**src/rtl/shared_arith_pkg.sv**
```systemverilog
package shared_arith_pkg;
  typedef enum logic [2:0] {
    ST_IDLE    = 3'd0,
    ST_MUL_C   = 3'd1,
    ST_WAIT_C  = 3'd2,
    ST_WAIT_DG = 3'd3,
    ST_ADD     = 3'd4
  } step_t;
endpackage

```
**src/rtl/iter_mul.sv**
```systemverilog
module iter_mul #(
  parameter int W = 16
) (
  input  logic         clk,
  input  logic         rst_n,
  input  logic         go,
  input  logic [W-1:0] op_a,
  input  logic [W-1:0] op_b,
  output logic         busy,
  output logic         done,
  output logic [W-1:0] product
);
  localparam int CNT_W = $clog2(W + 1);

  logic [W-1:0]     acc_q, mcand_q, mplier_q;
  logic [CNT_W-1:0] cnt_q;

  // one shift-add step: add the shifted multiplicand when the multiplier bit is set
  function automatic logic [W-1:0] mac_step(input logic [W-1:0] acc,
                                            input logic [W-1:0] mcand,
                                            input logic         bit_i);
    return acc + (bit_i ? mcand : '0);
  endfunction

  always_ff @(posedge clk or negedge rst_n) begin
    if (!rst_n) begin
      acc_q    <= '0;
      mcand_q  <= '0;
      mplier_q <= '0;
      cnt_q    <= '0;
      busy     <= 1'b0;
      done     <= 1'b0;
    end else begin
      done <= 1'b0;
      if (go && !busy) begin
        acc_q    <= '0;
        mcand_q  <= op_a;
        mplier_q <= op_b;
        cnt_q    <= '0;
        busy     <= 1'b1;
      end else if (busy) begin
        acc_q    <= mac_step(acc_q, mcand_q, mplier_q[0]);
        mcand_q  <= mcand_q << 1;
        mplier_q <= mplier_q >> 1;
        cnt_q    <= cnt_q + CNT_W'(1);
        if (cnt_q == CNT_W'(W - 1)) begin
          busy <= 1'b0;
          done <= 1'b1;
        end
      end
    end
  end

  assign product = acc_q;
endmodule

```
**src/rtl/iter_div.sv**
```systemverilog
module iter_div #(
  parameter int W = 16
) (
  input  logic         clk,
  input  logic         rst_n,
  input  logic         go,
  input  logic [W-1:0] dividend,
  input  logic [W-1:0] divisor,
  output logic         busy,
  output logic         done,
  output logic [W-1:0] quotient,
  output logic         zero_div
);
  localparam int CNT_W = $clog2(W + 1);

  logic [W-1:0]     rem_q, quo_q, dvs_q;
  logic [CNT_W-1:0] cnt_q;

  // one restoring step: shift in the next dividend bit, subtract if it fits
  function automatic logic [2*W-1:0] sub_step(input logic [W-1:0] rem,
                                              input logic [W-1:0] quo,
                                              input logic [W-1:0] dvs);
    logic [W:0] shifted;
    logic [W:0] diff;
    shifted = {rem, quo[W-1]};
    diff    = shifted - {1'b0, dvs};
    if (shifted >= {1'b0, dvs})
      return {diff[W-1:0], quo[W-2:0], 1'b1};
    else
      return {shifted[W-1:0], quo[W-2:0], 1'b0};
  endfunction

  logic [2*W-1:0] nxt;
  assign nxt = sub_step(rem_q, quo_q, dvs_q);

  always_ff @(posedge clk or negedge rst_n) begin
    if (!rst_n) begin
      rem_q    <= '0;
      quo_q    <= '0;
      dvs_q    <= '0;
      cnt_q    <= '0;
      busy     <= 1'b0;
      done     <= 1'b0;
      zero_div <= 1'b0;
    end else begin
      done <= 1'b0;
      if (go && !busy) begin
        rem_q    <= '0;
        quo_q    <= dividend;
        dvs_q    <= divisor;
        cnt_q    <= '0;
        busy     <= 1'b1;
        zero_div <= (divisor == '0);
      end else if (busy) begin
        rem_q <= nxt[2*W-1:W];
        quo_q <= nxt[W-1:0];
        cnt_q <= cnt_q + CNT_W'(1);
        if (cnt_q == CNT_W'(W - 1)) begin
          busy <= 1'b0;
          done <= 1'b1;
        end
      end
    end
  end

  assign quotient = quo_q;
endmodule

```
**src/rtl/shared_arith_seq.sv**
```systemverilog
module shared_arith_seq
  import shared_arith_pkg::*;
#(
  parameter int W      = 16,
  parameter int ITER_W = 8
) (
  input  logic              clk,
  input  logic              rst_n,
  input  logic              start,
  input  logic [ITER_W-1:0] iter_count,
  input  logic [W-1:0]      a_in,
  input  logic [W-1:0]      b_in,
  input  logic [W-1:0]      f_in,
  output logic              busy,
  output logic              done,
  output logic [W-1:0]      c_out,
  output logic [W-1:0]      d_out,
  output logic [W-1:0]      g_out,
  output logic [W-1:0]      k_out,
  output logic              div_by_zero
);
  step_t             step;
  logic [W-1:0]      a_q, b_q, f_q, c_q, d_q, g_q, k_q;
  logic [ITER_W-1:0] left_q;
  logic              got_mul, got_div;

  // shared-unit handshake wires, also watched by the checker
  logic         mul_go, mul_busy, mul_done;
  logic         div_go, div_busy, div_done, div_zero;
  logic [W-1:0] mul_op_a, mul_op_b, mul_prod, div_quo;
  logic [W-1:0] add_sum;

  // operand multiplexers, selected by the step register
  assign mul_op_a = (step == ST_MUL_C) ? a_q : b_q;
  assign mul_op_b = (step == ST_MUL_C) ? b_q : f_q;
  assign mul_go   = (step == ST_MUL_C) || ((step == ST_WAIT_C) && mul_done);
  assign div_go   = (step == ST_WAIT_C) && mul_done;
  assign add_sum  = g_q + d_q;

  iter_mul #(.W(W)) i_mul (
    .clk(clk), .rst_n(rst_n), .go(mul_go),
    .op_a(mul_op_a), .op_b(mul_op_b),
    .busy(mul_busy), .done(mul_done), .product(mul_prod)
  );

  iter_div #(.W(W)) i_div (
    .clk(clk), .rst_n(rst_n), .go(div_go),
    .dividend(mul_prod), .divisor(a_q),
    .busy(div_busy), .done(div_done), .quotient(div_quo), .zero_div(div_zero)
  );

  logic mul_ok, div_ok;
  assign mul_ok = got_mul || mul_done;
  assign div_ok = got_div || div_done;

  always_ff @(posedge clk or negedge rst_n) begin
    if (!rst_n) begin
      step        <= ST_IDLE;
      a_q         <= '0;
      b_q         <= '0;
      f_q         <= '0;
      c_q         <= '0;
      d_q         <= '0;
      g_q         <= '0;
      k_q         <= '0;
      left_q      <= '0;
      got_mul     <= 1'b0;
      got_div     <= 1'b0;
      busy        <= 1'b0;
      done        <= 1'b0;
      div_by_zero <= 1'b0;
    end else begin
      done <= 1'b0;
      case (step)
        ST_IDLE: begin
          if (start) begin
            a_q         <= a_in;
            b_q         <= b_in;
            f_q         <= f_in;
            left_q      <= iter_count;
            div_by_zero <= 1'b0;
            if (iter_count == '0) begin
              done <= 1'b1;
            end else begin
              busy <= 1'b1;
              step <= ST_MUL_C;
            end
          end
        end
        ST_MUL_C: step <= ST_WAIT_C;
        ST_WAIT_C: begin
          if (mul_done) begin
            c_q     <= mul_prod;
            got_mul <= 1'b0;
            got_div <= 1'b0;
            step    <= ST_WAIT_DG;
          end
        end
        ST_WAIT_DG: begin
          if (mul_done) begin
            d_q     <= mul_prod;
            got_mul <= 1'b1;
          end
          if (div_done) begin
            g_q     <= div_quo;
            got_div <= 1'b1;
            if (div_zero) div_by_zero <= 1'b1;
          end
          if (mul_ok && div_ok) step <= ST_ADD;
        end
        ST_ADD: begin
          k_q    <= add_sum;
          left_q <= left_q - ITER_W'(1);
          if (left_q == ITER_W'(1)) begin
            busy <= 1'b0;
            done <= 1'b1;
            step <= ST_IDLE;
          end else begin
            b_q  <= add_sum;
            step <= ST_MUL_C;
          end
        end
        default: step <= ST_IDLE;
      endcase
    end
  end

  assign c_out = c_q;
  assign d_out = d_q;
  assign g_out = g_q;
  assign k_out = k_q;
endmodule

```
**config.mk**
```make
export PLATFORM = sky130hd
export DESIGN_NAME = shared_arith_seq
export DESIGN_NICKNAME = d
export VERILOG_FILES = /design/src/rtl/shared_arith_pkg.sv /design/src/rtl/iter_mul.sv /design/src/rtl/iter_div.sv /design/src/rtl/shared_arith_seq.sv
export SDC_FILE = /design/constraint.sdc
export NUM_CORES = 1
export LEC_CHECK = 0
export ABC_AREA = 1
export BUFFER_PORTS_ARGS = -buffer_cell sky130_fd_sc_hd__buf_4
export CORE_AREA = 2 2 147 149
export CTS_CLUSTER_DIAMETER = 60
export DETAILED_ROUTE_END_ITERATION = 8
export DIE_AREA = 0 0 149 151
export GPL_ROUTABILITY_DRIVEN = 0
export HOLD_SLACK_MARGIN = 0.12
export PLACE_DENSITY = 0.85
export SKIP_LAST_GASP = 1
export SLEW_MARGIN = 10
export SYNTH_ARGS = -nofsm -noshare
export SYNTH_HDL_FRONTEND = slang
export SYNTH_HIERARCHICAL = 1
export SYNTH_SLANG_ARGS = --single-unit
```
**constraint.sdc**
```tcl
create_clock -name clk -period 5 [get_ports clk]
set_input_delay 0.5 -clock clk [delete_from_list [all_inputs] [get_ports clk]]
set_output_delay 0.5 -clock clk [all_outputs]
set_load 0.01 [all_outputs]
```
==> impl_results.md <==
- Root Buffer: clkbuf_16
- Vias in the first global route: 11500
- Filler Cells Inserted: 1550
- Warnings, synthesis: 6
- Synth area leader: dfrtp_1
- Clock-pin slew on the worst setup and hold paths: 60 ps
- Global route overflow: 0
- Period utilisation layout: 0.539
- Slew Limit Fails: 0
- Sequential area share after synthesis: 0.448
- Slowest CP cell: inv_2
- First-pass GRT wire length: 59900 microns
- H-tree Lvls: 1
- Die H: 151 microns
- Synth Net Count: 1855
- I/O pins: 126
- Power per cell area: 258 nW/um^2
- Synth Flop Type: dfrtp_1
- Initial antenna violation count: 0
- Mapped Avg Cell Area: 7.67 sq um
- Synth area leaders: dfrtp_1, nand2_1, inv_1, ha_1, nand3_1
- Vias: 12200
- Share of the synthesized area in the top cell type: 0.448
- PostCTS Resize Cnt: 0
- Period minus WS final: 2690 ps
- Critical Path Source Type: flop
- Worst Skew: 10.2 ps
- WL/cell: 17.7 microns
- DIE AREA: 22500 sq um
- Cell count after synthesis: 1741
- PortBufs: 125
- Row count: 53
- CTS Hold Bufs: 1
- Status: complete, no violations
- Final Hold Vio Count: 0
- Worst slew pin tran: 1200 ps
- CP Data Required Time: 5400 ps
- Tot GR Track Use: 0.341
- Insertion delay to the later sink of the worst-skew pair: 530 ps
- Hold_ws: 160 ps
- DRC Markers: 0
- Max_cap viols: 0
- Post-Syn Area: 13300 sq um
- Post-DP HPWL: 27100 microns
- Post-placement cell count: 2092
- VDD IR max: 0.000226 V
- Core Area: 20800 sq um
- WS Path Type: reg -> reg
- Setup tns final: 0 ps
- Cell Count, Final, Fillers Out: 2140
- CP max FO: 41
- DRT Pass-1 Iters: 6
- Layout area overhead: 14.5%
- DRT iter0 DRCs: 1298
- Vias per cell: 5.70
- TritonCTS clock tree: done
- Path type of the worst min-delay path: in -> reg
- Slowest stage delay, CP: 550 ps
- Headroom to the max-slew limit: 0.200
- DRT antenna net count: 0
- Sequence of cells on the critical path: nor2_1 > nand2_1 > inv_2 > nand2_4 > inv_2 > nor2_4 > nor2_4 > inv_2 > a21oi_1 > a21oi_1
- Initial Utilization: 0.641
- Most numerous cell in the Yosys netlist: nand2_1
- Fmax: 371 MHz
- Setup bufs post-CTS: 0
- Sink Count: 239
- Leakage Power: 8.14 nW
- Cell area after layout: 15300 sq um
- Final WL: 37900 microns
- Dpl cell area: 14400 sq um
- Fin nets: 1960
- Largest net degree at the start of global routing: 81
- Antenna cells: 0
- Die width: 149 microns
- Number of synthesized flops with an enable pin: 0
- RSZ-0062 raised after global routing: no
- Crit path DAT: 3100 ps
- #FFs+latches synth: 239
- Final number of setup-violating endpoints: 0
- Most frequent CP cell: inv_2
- Synth top cells by count: nand2_1, dfrtp_1, inv_1
- Worst Setup End Kind: flop
- Total CTS buffers: 26
- Post-synth ARST share: 1.00
- Yosys cell types: 48
- Clock Tree Buf Depth: 3
- Layout cells sized above 1: 0.138
## layout make-up
type	count	area, sq um	area share
flip-flops and latches	239	5980	0.391
clock inverters	11	116	0.00762
multi-input cells	1213	6210	0.406
inverters	232	871	0.0570
repair buffers	134	1020	0.0665
clock buffers	36	739	0.0484
well taps	275	344	0.0225
## power by group
group | switching [mW] | internal, mW | total (mW) | leakage [nW]
Clock | 0.786 | 1.14 | 1.93 | 0.427
Combinational | 0.0484 | 0.0318 | 0.0802 | 4.81
Sequential | 0 | 1.93 | 1.93 | 2.90
Total | 0.834 | 3.11 | 3.94 | 8.14
## final timing paths
kind,slack (ps),startpoint,depth (start not counted),endpoint
setup reg to reg,2310,step[2],10,b_q[12]
hold / removal,160,a_in[5],3,a_q[5]
min in group asynchronous,530,rst_n,2,i_mul/cnt_q[4]
setup / recovery,2310,step[2],10,b_q[12]
max in group asynchronous,3280,rst_n,3,g_out[14]
hold reg to reg,480,f_q[8],2,f_q[8]
## cell families (layout without fill, tap and decap cells)
family                   Yosys count  count (layout)  synth area share
adder cells (fa/ha/maj)           55              55            0.0532
AO/OA/AOI/OAI                    198             198            0.0866
XOR/XNOR                          16              16            0.0105
buffers and inverters            289             413            0.0867
flip-flops                       239             239             0.448
multiplexers                      30              30            0.0253
AND/OR/NAND/NOR                  914             914             0.290
## metal layers
metal / wire length (microns) / vias to the layer above / global-route usage
li1: - / 5708 / -
met1: 15200 / 5732 / 0.474
met2: 17300 / 665 / 0.547
met3: 4260 / 100 / 0.0693
met4: 1190 / 0 / 0.100
met5: 0 / - / 0
## flip-flops by register name, indices dropped and copies added, names as in the netlist, 3 cells and up
| register | count |
|---|---|
| i_mul/mcand_q | 16 |
| i_mul/product | 16 |
| c_out | 16 |
| step | 3 |
| left_q | 8 |
| i_mul/cnt_q | 5 |
| a_q | 16 |
| d_out | 16 |
| f_q | 16 |
| i_div/dvs_q | 16 |
| i_mul/mplier_q | 16 |
| i_div/rem_q | 16 |
| k_out | 16 |
| i_div/cnt_q | 5 |
| i_div/quotient | 16 |
| g_out | 16 |
| b_q | 16 |
## critical path, delay by kind of cell, from the launching register on
| kind | cells | cell delay [ps] |
|---|---|---|
| AOI/OAI and AO/OA | 2 | 310 |
| buffers and inverters | 3 | 860 |
| DFF | 1 | 410 |
| and+or+nand+nor | 5 | 970 |
## placed cells by master, fill, tap and decap left out, drive strengths merged, types with 15 or more instances in the layout
| master | Yosys | final |
|---|---|---|
| dfrtp | 239 | 239 |
| a21oi | 61 | 61 |
| o221ai | 15 | 15 |
| mux2 | 30 | 30 |
| o211ai | 17 | 17 |
| inv | 231 | 234 |
| nand2 | 687 | 687 |
| o21ai | 84 | 84 |
| nand3 | 92 | 92 |
| buf | 28 | 133 |
| clkbuf | 29 | 36 |
| ha | 52 | 52 |
| nor2 | 80 | 80 |
## through the flow
step	worst slack (ps)	util	power, mW
after CTS	2350	0.734	3.95
after global placement	2510	0.692	2.05
final	2310	0.734	3.94
after global routing	2070	0.734	4.04
after detailed placement	2390	0.692	2.05
after floorplan	2940	-	1.97
Note: power is estimated with default switching activity, not from simulation.
